### src/rtl/pfws_pkg.sv
package pfws_pkg;
  typedef enum logic [2:0] {
    ST_SEALED     = 3'd0,
    ST_NORMAL     = 3'd1,
    ST_PROTECTED  = 3'd2,
    ST_BACKUP     = 3'd3,
    ST_RECOVERING = 3'd4
  } pf_state_e;

  localparam int unsigned N_FLAGS = 3;
  localparam int unsigned FLG_TOL  = 0;
  localparam int unsigned FLG_SW   = 1;
  localparam int unsigned FLG_SEAL = 2;
endpackage

### src/rtl/pfws_flag_filter.sv
module pfws_flag_filter #(
  parameter int unsigned SYNC_STAGES = 2,
  parameter int unsigned DEB_CYCLES  = 4
) (
  input  logic clk,
  input  logic rst_n,
  input  logic raw_i,
  output logic filt_o
);
  localparam int unsigned CW = $clog2(DEB_CYCLES + 1);
  localparam logic [CW-1:0] CNT_LAST = CW'(DEB_CYCLES - 1);

  logic [SYNC_STAGES-1:0] sync_q;
  logic                   sync_w;
  logic [CW-1:0]          cnt_q;
  logic                   filt_q;

  // synchronizer chain, one flop per stage
  always_ff @(posedge clk or negedge rst_n) begin
    if (!rst_n) sync_q <= '0;
    else        sync_q <= {sync_q[SYNC_STAGES-2:0], raw_i};
  end
  assign sync_w = sync_q[SYNC_STAGES-1];

  // stability counter: adopt the new level after DEB_CYCLES differing cycles
  always_ff @(posedge clk or negedge rst_n) begin
    if (!rst_n) begin
      cnt_q  <= '0;
      filt_q <= 1'b0;
    end else if (sync_w == filt_q) begin
      cnt_q <= '0;
    end else if (cnt_q == CNT_LAST) begin
      cnt_q  <= '0;
      filt_q <= sync_w;
    end else begin
      cnt_q <= cnt_q + 1'b1;
    end
  end
  assign filt_o = filt_q;

  // filtered value only moves toward the synchronised value
  p_filter_follows_sync_r1: assert property (@(posedge clk) disable iff (!rst_n)
    !$stable(filt_q) |-> (filt_q == $past(sync_w)));
  // counter never exceeds its last value
  p_counter_bound_r1: assert property (@(posedge clk) disable iff (!rst_n)
    cnt_q <= CNT_LAST);
endmodule

### src/rtl/pfws_fsm.sv
module pfws_fsm
  import pfws_pkg::*;
(
  input  logic      clk,
  input  logic      rst_n,
  input  logic      tol_i,
  input  logic      sw_i,
  input  logic      seal_rel_i,
  output pf_state_e state_o,
  output logic      lock_o,
  output logic      batt_o,
  output logic      sealed_o,
  output logic      sticky_o
);
  pf_state_e state_q, state_d;
  logic      sealed_q, sticky_q;

  always_comb begin
    state_d = state_q;
    unique case (state_q)
      ST_SEALED:     if (seal_rel_i) state_d = ST_RECOVERING;
      ST_NORMAL:     if (!tol_i)     state_d = ST_PROTECTED;
      ST_PROTECTED: begin
        if (!sw_i)      state_d = ST_BACKUP;
        else if (tol_i) state_d = ST_NORMAL;
      end
      ST_BACKUP:     if (sw_i)       state_d = ST_RECOVERING;
      ST_RECOVERING: begin
        if (!sw_i)      state_d = ST_BACKUP;
        else if (tol_i) state_d = ST_NORMAL;
      end
      default:       state_d = ST_SEALED;
    endcase
  end

  always_ff @(posedge clk or negedge rst_n) begin
    if (!rst_n) begin
      state_q  <= ST_SEALED;
      sealed_q <= 1'b1;
      sticky_q <= 1'b0;
    end else begin
      state_q <= state_d;
      if (state_q == ST_SEALED && seal_rel_i) sealed_q <= 1'b0;
      if (state_q == ST_BACKUP)               sticky_q <= 1'b1;
    end
  end

  assign state_o  = state_q;
  assign lock_o   = (state_q != ST_NORMAL);
  assign batt_o   = (state_q == ST_BACKUP);
  assign sealed_o = sealed_q;
  assign sticky_o = sticky_q;

  // once released, the seal never comes back
  p_seal_permanent_r3: assert property (@(posedge clk) disable iff (!rst_n)
    !sealed_q |=> !sealed_q);
  // the sealed state and the seal bit agree
  p_sealed_state_r4: assert property (@(posedge clk) disable iff (!rst_n)
    (state_q == ST_SEALED) |-> sealed_q);
  // normal never survives a lost tolerance flag
  p_leave_normal_r5: assert property (@(posedge clk) disable iff (!rst_n)
    (state_q == ST_NORMAL && !tol_i) |=> (state_q == ST_PROTECTED));
  // low switchover flag in a locked, unsealed state leads to backup
  p_enter_backup_r6: assert property (@(posedge clk) disable iff (!rst_n)
    ((state_q == ST_PROTECTED || state_q == ST_RECOVERING) && !sw_i) |=> (state_q == ST_BACKUP));
  // backup is left only for recovering
  p_backup_exit_r7: assert property (@(posedge clk) disable iff (!rst_n)
    (state_q == ST_BACKUP && sw_i) |=> (state_q == ST_RECOVERING));
  // sticky bit set after backup, never cleared
  p_sticky_set_r10: assert property (@(posedge clk) disable iff (!rst_n)
    (state_q == ST_BACKUP) |=> sticky_q);
  p_sticky_hold_r10: assert property (@(posedge clk) disable iff (!rst_n)
    sticky_q |=> sticky_q);
endmodule

### src/rtl/pfws_host_gate.sv
module pfws_host_gate (
  input  logic clk,
  input  logic rst_n,
  input  logic lock_i,
  input  logic host_cs,
  input  logic host_we,
  input  logic host_oe,
  output logic arr_cs,
  output logic arr_we,
  output logic drive_en
);
  logic aborted_q;
  logic block_w;

  // an access cut by the lock stays dead until chip select drops
  always_ff @(posedge clk or negedge rst_n) begin
    if (!rst_n)           aborted_q <= 1'b0;
    else if (!host_cs)    aborted_q <= 1'b0;
    else if (lock_i)      aborted_q <= 1'b1;
  end

  assign block_w  = lock_i | aborted_q;
  assign arr_cs   = host_cs & ~block_w;
  assign arr_we   = host_cs & host_we & ~block_w;
  assign drive_en = host_cs & host_oe & ~host_we & ~block_w;

  // an aborted access is not revived while chip select stays high
  p_no_resume_r9: assert property (@(posedge clk) disable iff (!rst_n)
    (host_cs && lock_i) |=> (!host_cs || !arr_cs));
  // driver and write strobe never together
  p_no_contention_r8: assert property (@(posedge clk) disable iff (!rst_n)
    !(arr_we && drive_en));
endmodule

### src/rtl/pfws_top.sv
module pfws_top
  import pfws_pkg::*;
#(
  parameter int unsigned SYNC_STAGES = 2,
  parameter int unsigned DEB_CYCLES  = 4
) (
  input  logic       clk,
  input  logic       rst_n,
  input  logic       vcc_in_tol,
  input  logic       vcc_above_sw,
  input  logic       vcc_above_seal,
  input  logic       host_cs,
  input  logic       host_we,
  input  logic       host_oe,
  output logic       arr_cs,
  output logic       arr_we,
  output logic       dq_drive_en,
  output logic       dq_force_hiz,
  output logic       pwr_sel_batt,
  output logic       seal_intact,
  output logic [2:0] pf_state,
  output logic       batt_used_sticky
);
  logic [N_FLAGS-1:0] raw_w, filt_w;
  pf_state_e          state_w;
  logic               lock_w;

  assign raw_w[FLG_TOL]  = vcc_in_tol;
  assign raw_w[FLG_SW]   = vcc_above_sw;
  assign raw_w[FLG_SEAL] = vcc_above_seal;

  for (genvar i = 0; i < N_FLAGS; i++) begin : g_flag
    pfws_flag_filter #(
      .SYNC_STAGES(SYNC_STAGES),
      .DEB_CYCLES (DEB_CYCLES)
    ) u_filt (
      .clk   (clk),
      .rst_n (rst_n),
      .raw_i (raw_w[i]),
      .filt_o(filt_w[i])
    );
  end

  pfws_fsm u_fsm (
    .clk       (clk),
    .rst_n     (rst_n),
    .tol_i     (filt_w[FLG_TOL]),
    .sw_i      (filt_w[FLG_SW]),
    .seal_rel_i(filt_w[FLG_SEAL]),
    .state_o   (state_w),
    .lock_o    (lock_w),
    .batt_o    (pwr_sel_batt),
    .sealed_o  (seal_intact),
    .sticky_o  (batt_used_sticky)
  );

  pfws_host_gate u_gate (
    .clk     (clk),
    .rst_n   (rst_n),
    .lock_i  (lock_w),
    .host_cs (host_cs),
    .host_we (host_we),
    .host_oe (host_oe),
    .arr_cs  (arr_cs),
    .arr_we  (arr_we),
    .drive_en(dq_drive_en)
  );

  assign dq_force_hiz = lock_w;
  assign pf_state     = state_w;

  // sealed part never selects the backup source
  p_sealed_no_batt_r4: assert property (@(posedge clk) disable iff (!rst_n)
    seal_intact |-> !pwr_sel_batt);
  // array strobes only reach the array in the normal state
  p_strobe_only_normal_r5: assert property (@(posedge clk) disable iff (!rst_n)
    (arr_cs || arr_we || dq_drive_en) |-> (pf_state == 3'd1));
  // battery selection and open interface are exclusive
  p_batt_locked_r6: assert property (@(posedge clk) disable iff (!rst_n)
    pwr_sel_batt |-> dq_force_hiz);
endmodule

### config.mk
export PLATFORM = sky130hd
export DESIGN_NAME = pfws_top
export DESIGN_NICKNAME = d
export VERILOG_FILES = /design/src/rtl/pfws_pkg.sv /design/src/rtl/pfws_flag_filter.sv /design/src/rtl/pfws_fsm.sv /design/src/rtl/pfws_host_gate.sv /design/src/rtl/pfws_top.sv
export SDC_FILE = /design/constraint.sdc
export NUM_CORES = 1
export LEC_CHECK = 0
export BUFFER_PORTS_ARGS = -buffer_cell sky130_fd_sc_hd__clkbuf_2
export CORE_MARGIN = 1.5
export CORE_UTILIZATION = 30
export DETAILED_ROUTE_END_ITERATION = 8
export PLACE_DENSITY = 0.52
export REMOVE_ABC_BUFFERS = 1
export SLEW_MARGIN = 20
export SYNTH_ARGS = -nofsm -noshare
export SYNTH_HDL_FRONTEND = slang
export SYNTH_SLANG_ARGS = --single-unit
export TNS_END_PERCENT = 5
### constraint.sdc
create_clock -name clk -period 2.8 [get_ports clk]
set_input_delay 0.42 -clock clk [delete_from_list [all_inputs] [get_ports clk]]
set_output_delay 0.42 -clock clk [all_outputs]
set_load 0.02 [all_outputs]
## Word-level counts from Yosys, hierarchy flattened

Cells that the tools add are included.

| word-level totals | value |
|---|---|
| output and inout bits | 10 |
| logic and storage cells | 65 |
| bits in registers | 24 |
| bits of input ports | 8 |

| cells by class | value |
|---|---|
| bitwise gates (word level) | 12 |
| multiplexer cells | 14 |
| reduce and logical (&&, ||, !) cells | 7 |
| add/sub/neg operators | 3 |
| eq/ne operators | 16 |

Operator list:

| cell | count |
|---|---|
| two-way mux 3 bit | 11 |
| equality test 3 x 2 -> 1 bit (second input constant) | 5 |
| case mux 3 bit (4 select lines) | 1 |
| adder 3 x 1 -> 3 bit (second input constant) | 3 |
| bitwise AND 1 bit | 6 |
| AND reduction 2 bit | 3 |
| NOT 1 bit | 5 |
| != test 2 x 1 -> 1 bit (second input constant) | 2 |
| != test 2 bit (second input constant) | 2 |
| AND reduction 4 bit | 1 |
| equality test 1 bit | 3 |
| equality test 3 x 1 -> 1 bit (second input constant) | 1 |
| equality test 3 bit (second input constant) | 1 |
| zero test 3 bit | 1 |
| != test 3 x 1 -> 1 bit (second input constant) | 1 |
| != test 3 bit (second input constant) | 1 |
| two-way mux 1 bit | 2 |
| OR reduction 2 bit | 1 |
| logical AND 1 bit | 1 |
| OR 1 bit | 1 |

## Longest topological paths before layout

Gate-level depths: netlist of the first run.

| logic depth | value |
|---|---|
| depth after elaboration | 4 |
| depth in mapped cells | 4 |
| depth with buffers taken out | 4 |

## Hierarchy

A second synthesis of the first run with hierarchy kept.

| unflattened totals | value |
|---|---|
| cell total of the unflattened synthesis | 73 |
| area total of the unflattened synthesis | 991.0 um2 |

By module, submodules not included:

| module | times used | cells each | seq. area each (um2) | area each (um2) |
|---|---|---|---|---|
| pfws_flag_filter at g_flag[1].u_filt ... | 2 | 13 | 150.1 | 216.5 |
| pfws_fsm | 1 | 29 | 126.4 | 269.0 |
| pfws_flag_filter at g_flag[0].u_filt | 1 | 13 | 150.1 | 229.0 |
| pfws_host_gate | 1 | 5 | 25.0 | 60.1 |

## Worst setup path after synthesis of the first run

No wires, ideal clock.

| timing path | value |
|---|---|
| path type | register to output |
| start | register u_fsm.state_q[2] (netlist: u_fsm.state_o[2]) |
| end | output port dq_drive_en |
| data arrival time | 1.459 ns |
| stages on the path, launching flop included | 5 |
| setup slack | 0.921 ns |
| buffers on the path | 1 |
| data required time | 2.380 ns |
| cells stage by stage | dfrtp_1 > buf_6 > nor4b_2 > and2_1 > and3b_1 |

| on the way | value |
|---|---|
| longest elaborated chain between the ends | 4 |

Ends and longest elaborated chain:

| item | line | source |
|---|---|---|
| start, declared | pfws_fsm.sv:15 | `pf_state_e state_q, state_d;` |
| start signal, assigned | pfws_fsm.sv:42 | `state_q <= state_d;` |
| != test 3 x 1 -> 1 bit | pfws_fsm.sv:49 | `assign lock_o = (state_q != ST_NORMAL);` |
| OR 1 bit | pfws_host_gate.sv:22 | `assign block_w = lock_i \| aborted_q;` |
| NOT 1 bit | pfws_host_gate.sv:25 | `assign drive_en = host_cs & host_oe & ~host_we & ~block_w;` |
| bitwise AND 1 bit | pfws_host_gate.sv:25 |  |
| end, declared | pfws_top.sv:17 | `output logic dq_drive_en,` |

No other way between the ends.

## Worst setup path after layout of the first run

Same ends and word-level chain as after synthesis.

==> run metrics, run 1 <==
final slew viol count=0; Syn Area/Cell=13.5 um2; remaining global-route overflow=0; Netlist Area Pre-Place=948 um2; Total Routed Length=roughly 1400 um; largest net degree at the start of global routing=25; CTS tree=yes; critical path startpoint category=register; DR pass1 iterations=3; Combinational Power Share=about a third; Clock Power Share=between 15 and 20%; Reg area=about 600 um2; Die ar.=about 3500 um2; htree depth=1; final net count=a little over 100; type of the worst setup path=register to output pin; Synth-to-Final Area Change=16.4%; worst slew pin tran=slightly below 0.6 ns; class of the worst hold path=primary input to async pin; max-cap violation count=0; most frequent cells in the layout=dfrtp_1, clkbuf_2, nor3b_1; Clock Skews=~0.0030 ns; yosys warns=0; first-pass GRT wire length=between 2000 and 2500 um; Routed Antenna Nets=0; area of the multi-input gates=around 330 um2; Via density=around 4.3; Tcrit/Tclk final=roughly 75%; final-report hold violation count=0; post-synth top area share=roughly three fifths; Iteration-0 DRC Markers=19; DRC Markers=0; largest cells by area after synthesis=dfrtp_1, nor3b_1, ha_1, xnor2_1, dfstp_2; share of layout cells above drive strength 1=28.9%; Fill cells=approximately 310; wire per inst=approximately 10 um; Die Y=roughly 60 um; Worst EP required=around 2.4 ns; Final Setup Violations=0; Sum Neg Setup Slack=0 ns; CP endpoint kind=output pin; post-CTS sizing=0; Root Buffer=clkbuf_4; Post-CTS Setup Inserts=0; f_max=around 0.48 GHz; #FFs+latches synth=24; CTS clock-pin slew for the worst setup and hold paths=roughly 0.12 ns; Reg power frac=a little over half; Detailed Place HPWL=1020 um; CP Max Fanout=11; CTS Buf Count=3; I/O pin cnt=18; Antenna Cells=0; Tot GR Track Use=around 8.6%; Yosys cell types=28; Starting Density=between 30% and 40%; row cnt=20; Syn Inst Count=70; worst-case clock buffer depth=2; vias in the first global route=519; post-synth top area cell=dfrtp_1; Critical Path AT=roughly 1.7 ns; status=finished, final reports clean; Port Buffers=17; Final min period=2.10 ns; placed cells=130; worst ir drop on vdd=approximately 320 uV; Clock Latency Late Sink=around 0.30 ns; initial antenna violation count=0; Via Count=between 500 and 600; Post-CTS Hold Buffers=0; RSZ-0062 raised after global routing=false; Non-Filler Instances=approximately 130; sequential area share after synthesis=a little under two thirds; clk sink count=24; Die W=roughly 60 um; sw frac=34.8%; PD cells=between 800 and 900 nW/um2; Net Switching=approximately 340 uW; commonest non-fill, non-tap cell in the layout=dfrtp_1; GP Congestion=0.663; Lkg Pwr=between 0.5 and 0.6 nW; core area=3030 um2; P_int=636 uW; relative slew slack=about three fifths
## area by class of cell
cell class              instances  area share, %
repair buffers                 17           7.71
inverters                       2          0.680
clock buffers                   4           2.38
well taps                      44           4.99
multi-input cells              43           29.7
flip-flops and latches         24           54.5
## metal layers
layer	global-route usage, %	up-vias	routed length [um]
li1	-	284	-
met1	10.5	281	682
met2	13.8	11	632
met3	3.93	2	56
met4	1.95	0	14
met5	0	-	0
## sequential cells by signal, summed over array words and instances, names as in the netlist
| register | count |
|---|---|
| g_flag.u_filt.cnt_q | 9 |
| g_flag.u_filt.filt_o | 3 |
| g_flag.u_filt.sync_q | 6 |
| u_fsm.sealed_o | 1 |
| u_fsm.state_o | 3 |
| u_fsm.sticky_o | 1 |
| u_gate.aborted_q | 1 |
## worst max-delay path, cell delays in order, from the launching register on
cell	delay (ns)
dfrtp_1	0.52
nor4b_2	0.35
and2_1	0.19
and3b_1	0.16
clkbuf_2	0.16
## power groups by stage
stage / Clock, mW / Combinational [mW] / Sequential (mW)
floorplan: 0 / 0.220 / 0.521
global placement: 0 / 0.316 / 0.513
detailed placement: 0 / 0.323 / 0.519
CTS: 0.161 / 0.324 / 0.511
global route: 0.177 / 0.360 / 0.522
finish: 0.148 / 0.317 / 0.510
## cells in the mapped netlist (all sizes together)
library cell and count:
or3 1, ha 3, inv 2, o311ai 1
or3b 2, nand2b 1, and3b 2, buf 1
nor2 1, nand3 1, nand2 3, and2 1
and2b 1, o41a 1, a22o 1, o211ai 1
and3 1, nor2b 3, mux2i 1, mux2 1
nor4b 1, dfrtp 23, xnor2 4, or2 1
nor3 3, nor3b 6, o21ai 2, dfstp 1
## path summary, 6_finish.rpt
kind	cells after the start	slack, ns	to	from
min	1	0.09	g_flag[2].u_filt.cnt_q[2]	rst_n
max in group asynchronous	1	2.32	u_fsm.state_o[0]	rst_n
max	4	0.70	dq_drive_en	u_fsm.state_o[2]
min reg2reg	0	0.36	g_flag[0].u_filt.sync_q[1]	g_flag[0].u_filt.sync_q[0]
max reg2reg	2	1.54	u_fsm.state_o[0]	u_fsm.state_o[2]
min in group clk	1	0.21	g_flag[2].u_filt.sync_q[0]	vcc_above_seal
## cell families (layout without fill, tap and decap cells)
| group | after synthesis | count (layout) | share of synthesized area [%] |
|---|---|---|---|
| AO/OA/AOI/OAI | 6 | 6 | 4.88 |
| XOR/XNOR | 4 | 4 | 3.69 |
| adder cells (fa/ha/maj) | 3 | 3 | 3.96 |
| buffers and inverters | 3 | 23 | 1.98 |
| flip-flops | 24 | 24 | 63.5 |
| multiplexers | 2 | 2 | 2.24 |
| AND/OR/NAND/NOR | 28 | 28 | 19.8 |
## per-stage QoR
step,worst slack (ns),hold slack [ns],power [mW],instance area (um2),utilization (%)
final,0.703,0.0939,0.975,1100,36.4
after global routing,0.592,0.112,1.06,1100,36.4
after CTS,0.675,0.106,0.997,1100,36.4
after detailed placement,1.03,0.336,0.841,1080,35.6
after global placement,1.09,0.332,0.829,1080,35.6
after floorplan,0.966,0.124,0.741,937,-
Power figures use the tool's default switching activity.
==> run 2, diff against run 1 <==
- PLACE_DENSITY: 0.52 -> 0.54
- clock period: 2.8 -> 1.8 ns (I/O delays scaled with it)
==> run 2 against run 1 <==
  * The run now ends with negative setup slack left
  * Sequential share of layout area decreased by 3.4 points
  * Combinational power up 85%
  * Clock-buffer cell count is the same
  * Routed wire length rose by 11%
  * Via count grew 3.8%
  * Final area grew 6.9%
  * Highest routed layer unchanged
==> run metrics, run 2 (synthesized netlist as in run 1, its figures left out) <==
CP Buf/Inv Count=1; Detailed Place HPWL=~1100 um; Final Setup Violations=2; final slew viol count=0; most frequent cells in the layout=dfrtp_1, clkbuf_2, nor3b_1; Clock Skews=slightly above 0.009 ns; Root Buffer=clkbuf_4; Lkg Pwr=between 0.5 and 0.6 nW; class of the worst hold path=primary input to register; type of the worst setup path=register to output pin; routed wl met2=~730 um; Antenna Cells=0; Levels on crit path=4; row cnt=20; max-cap violation count=0; Die W=slightly below 60 um; post-route setup slack=-0.0118 ns; CP delay by family, top=simple AND/OR/NAND/NOR gates; largest net degree at the start of global routing=25; Clock Latency Late Sink=around 0.32 ns; Reg area=approximately 600 um2; critical path startpoint category=register; routed length on met3=~77 um; CTS tree=yes; Tcrit/Tclk final=101%; Tot GR Track Use=10.5%; CP max stage delay=between 0.4 and 0.5 ns; area of the multi-input gates=between 300 and 400 um2; clk sink count=24; f_max=between 0.5 and 0.6 GHz; Worst R2R Path Depth=3; uppermost layer routed=met4; failing checks=negative setup slack; Port Buffers=17; Critical Path AT=approximately 1.5 ns; DRC Markers=0; Routed Antenna Nets=0; placed inst area=1090 um2; Fill cells=307; CP Cell Sequence=nor4b_4, and2_1, and3b_1, clkbuf_8; hold slack=0.0550 ns; worst-case clock buffer depth=2; Worst EP required=1.53 ns; Slowest-stage cell, CP=dfrtp_1; first-pass GRT wire length=roughly 2700 um; Synth-to-Final Area Change=24.4%; wire per inst=11.1 um; WHS Path Cells=1; I/O pin cnt=18; remaining global-route overflow=0; status=finished with violations; fin area=approximately 1200 um2; max FFs per register=9; CTS clock-pin slew for the worst setup and hold paths=~0.13 ns; Via density=about 4.3; CP endpoint kind=output pin; vias in the first global route=a little over 600; DR pass1 iterations=4; htree depth=1; Non-Filler Instances=around 140; commonest non-fill, non-tap cell in the layout=dfrtp_1; worst slew pin tran=between 0.5 and 0.6 ns; Starting Density=around 31%; CP Max Fanout=3; Total Routed Length=1530 um; Die ar.=3510 um2; biggest regs=g_flag.u_filt.cnt_q (9), g_flag.u_filt.sync_q (6); PD cells=approximately 1400 nW/um2; Via Count=600; relative slew slack=between 60% and 70%; GP Congestion=~0.65; met1 WL=706 um; CTS Buf Count=3; final-report hold violation count=0; share of layout cells above drive strength 1=about 34%; RSZ-0062 raised after global routing=true; Iteration-0 DRC Markers=22; initial antenna violation count=0; Die Y=59.2 um; final net count=roughly 110; worst ir drop on vdd=between 600 and 700 uV; placed cells=about 130; Final min period=1.81 ns; Biggest register=g_flag.u_filt.cnt_q; core area=between 3000 and 4000 um2
[run 2: repair_timing]
item,4_1_cts,5_1_grt
cloned,0,0
pin swaps,3,3
resized for setup,5,4
endpoints found under the hold margin,23,0
hold buffers,1,0
buffers inserted,1,0
setup endpoints to repair,1,3
[run 2: stage by stage]
stage	util, %	TNS (ns)	worst slack (ns)	power (mW)
5_1_grt	39.0	-0.178	-0.0811	1.77
6_report	39.0	-0.0171	-0.0118	1.64
2_1_floorplan	-	0	0.116	1.15
3_5_place_dp	36.1	0	0.312	1.34
3_3_place_gp	36.1	0	0.370	1.32
4_1_cts	38.5	-0.0196	-0.0196	1.64
[run 2: worst reg2reg max path: stages, from the launching register on]
cell and delay [ns]:
dfrtp_1 0.43, buf_4 0.18, or3b_2 0.48, o311ai_0 0.12
[run 2: layout make-up]
class | count | area share [%]
inverter | 2 | 0.636
sequential | 24 | 51.1
clock buffer | 4 | 3.08
tap | 44 | 4.67
multi-input combinational | 43 | 29.0
timing repair buffer | 21 | 11.6
[run 2: per-layer routing]
| metal | vias up | GRT usage [%] |
|---|---|---|
| met3 | 2 | 4.59 |
| met4 | 0 | 3.90 |
| met1 | 294 | 11.9 |
| met5 | - | 0 |
| li1 | 291 | - |
| met2 | 13 | 17.3 |
[run 2: final timing paths]
kind / to / start / slack (ns)
worst max-delay path: dq_drive_en / u_fsm.state_o[1] / -0.01
worst min-delay path: g_flag[0].u_filt.sync_q[0] / vcc_in_tol / 0.06
worst max register to register: u_fsm.state_o[0] / u_fsm.state_o[2] / 0.48
worst min register to register: g_flag[1].u_filt.sync_q[1] / g_flag[1].u_filt.sync_q[0] / 0.36
max in group asynchronous: u_fsm.state_o[0] / rst_n / 0.92
min in group asynchronous: g_flag[1].u_filt.cnt_q[2] / rst_n / 0.46
[run 2: report_power, final]
group          switching, mW  internal [mW]  total (mW)
clock network          0.159          0.124       0.283
logic                  0.306          0.282       0.588
registers              0.103          0.668       0.771
total                  0.568           1.07        1.64
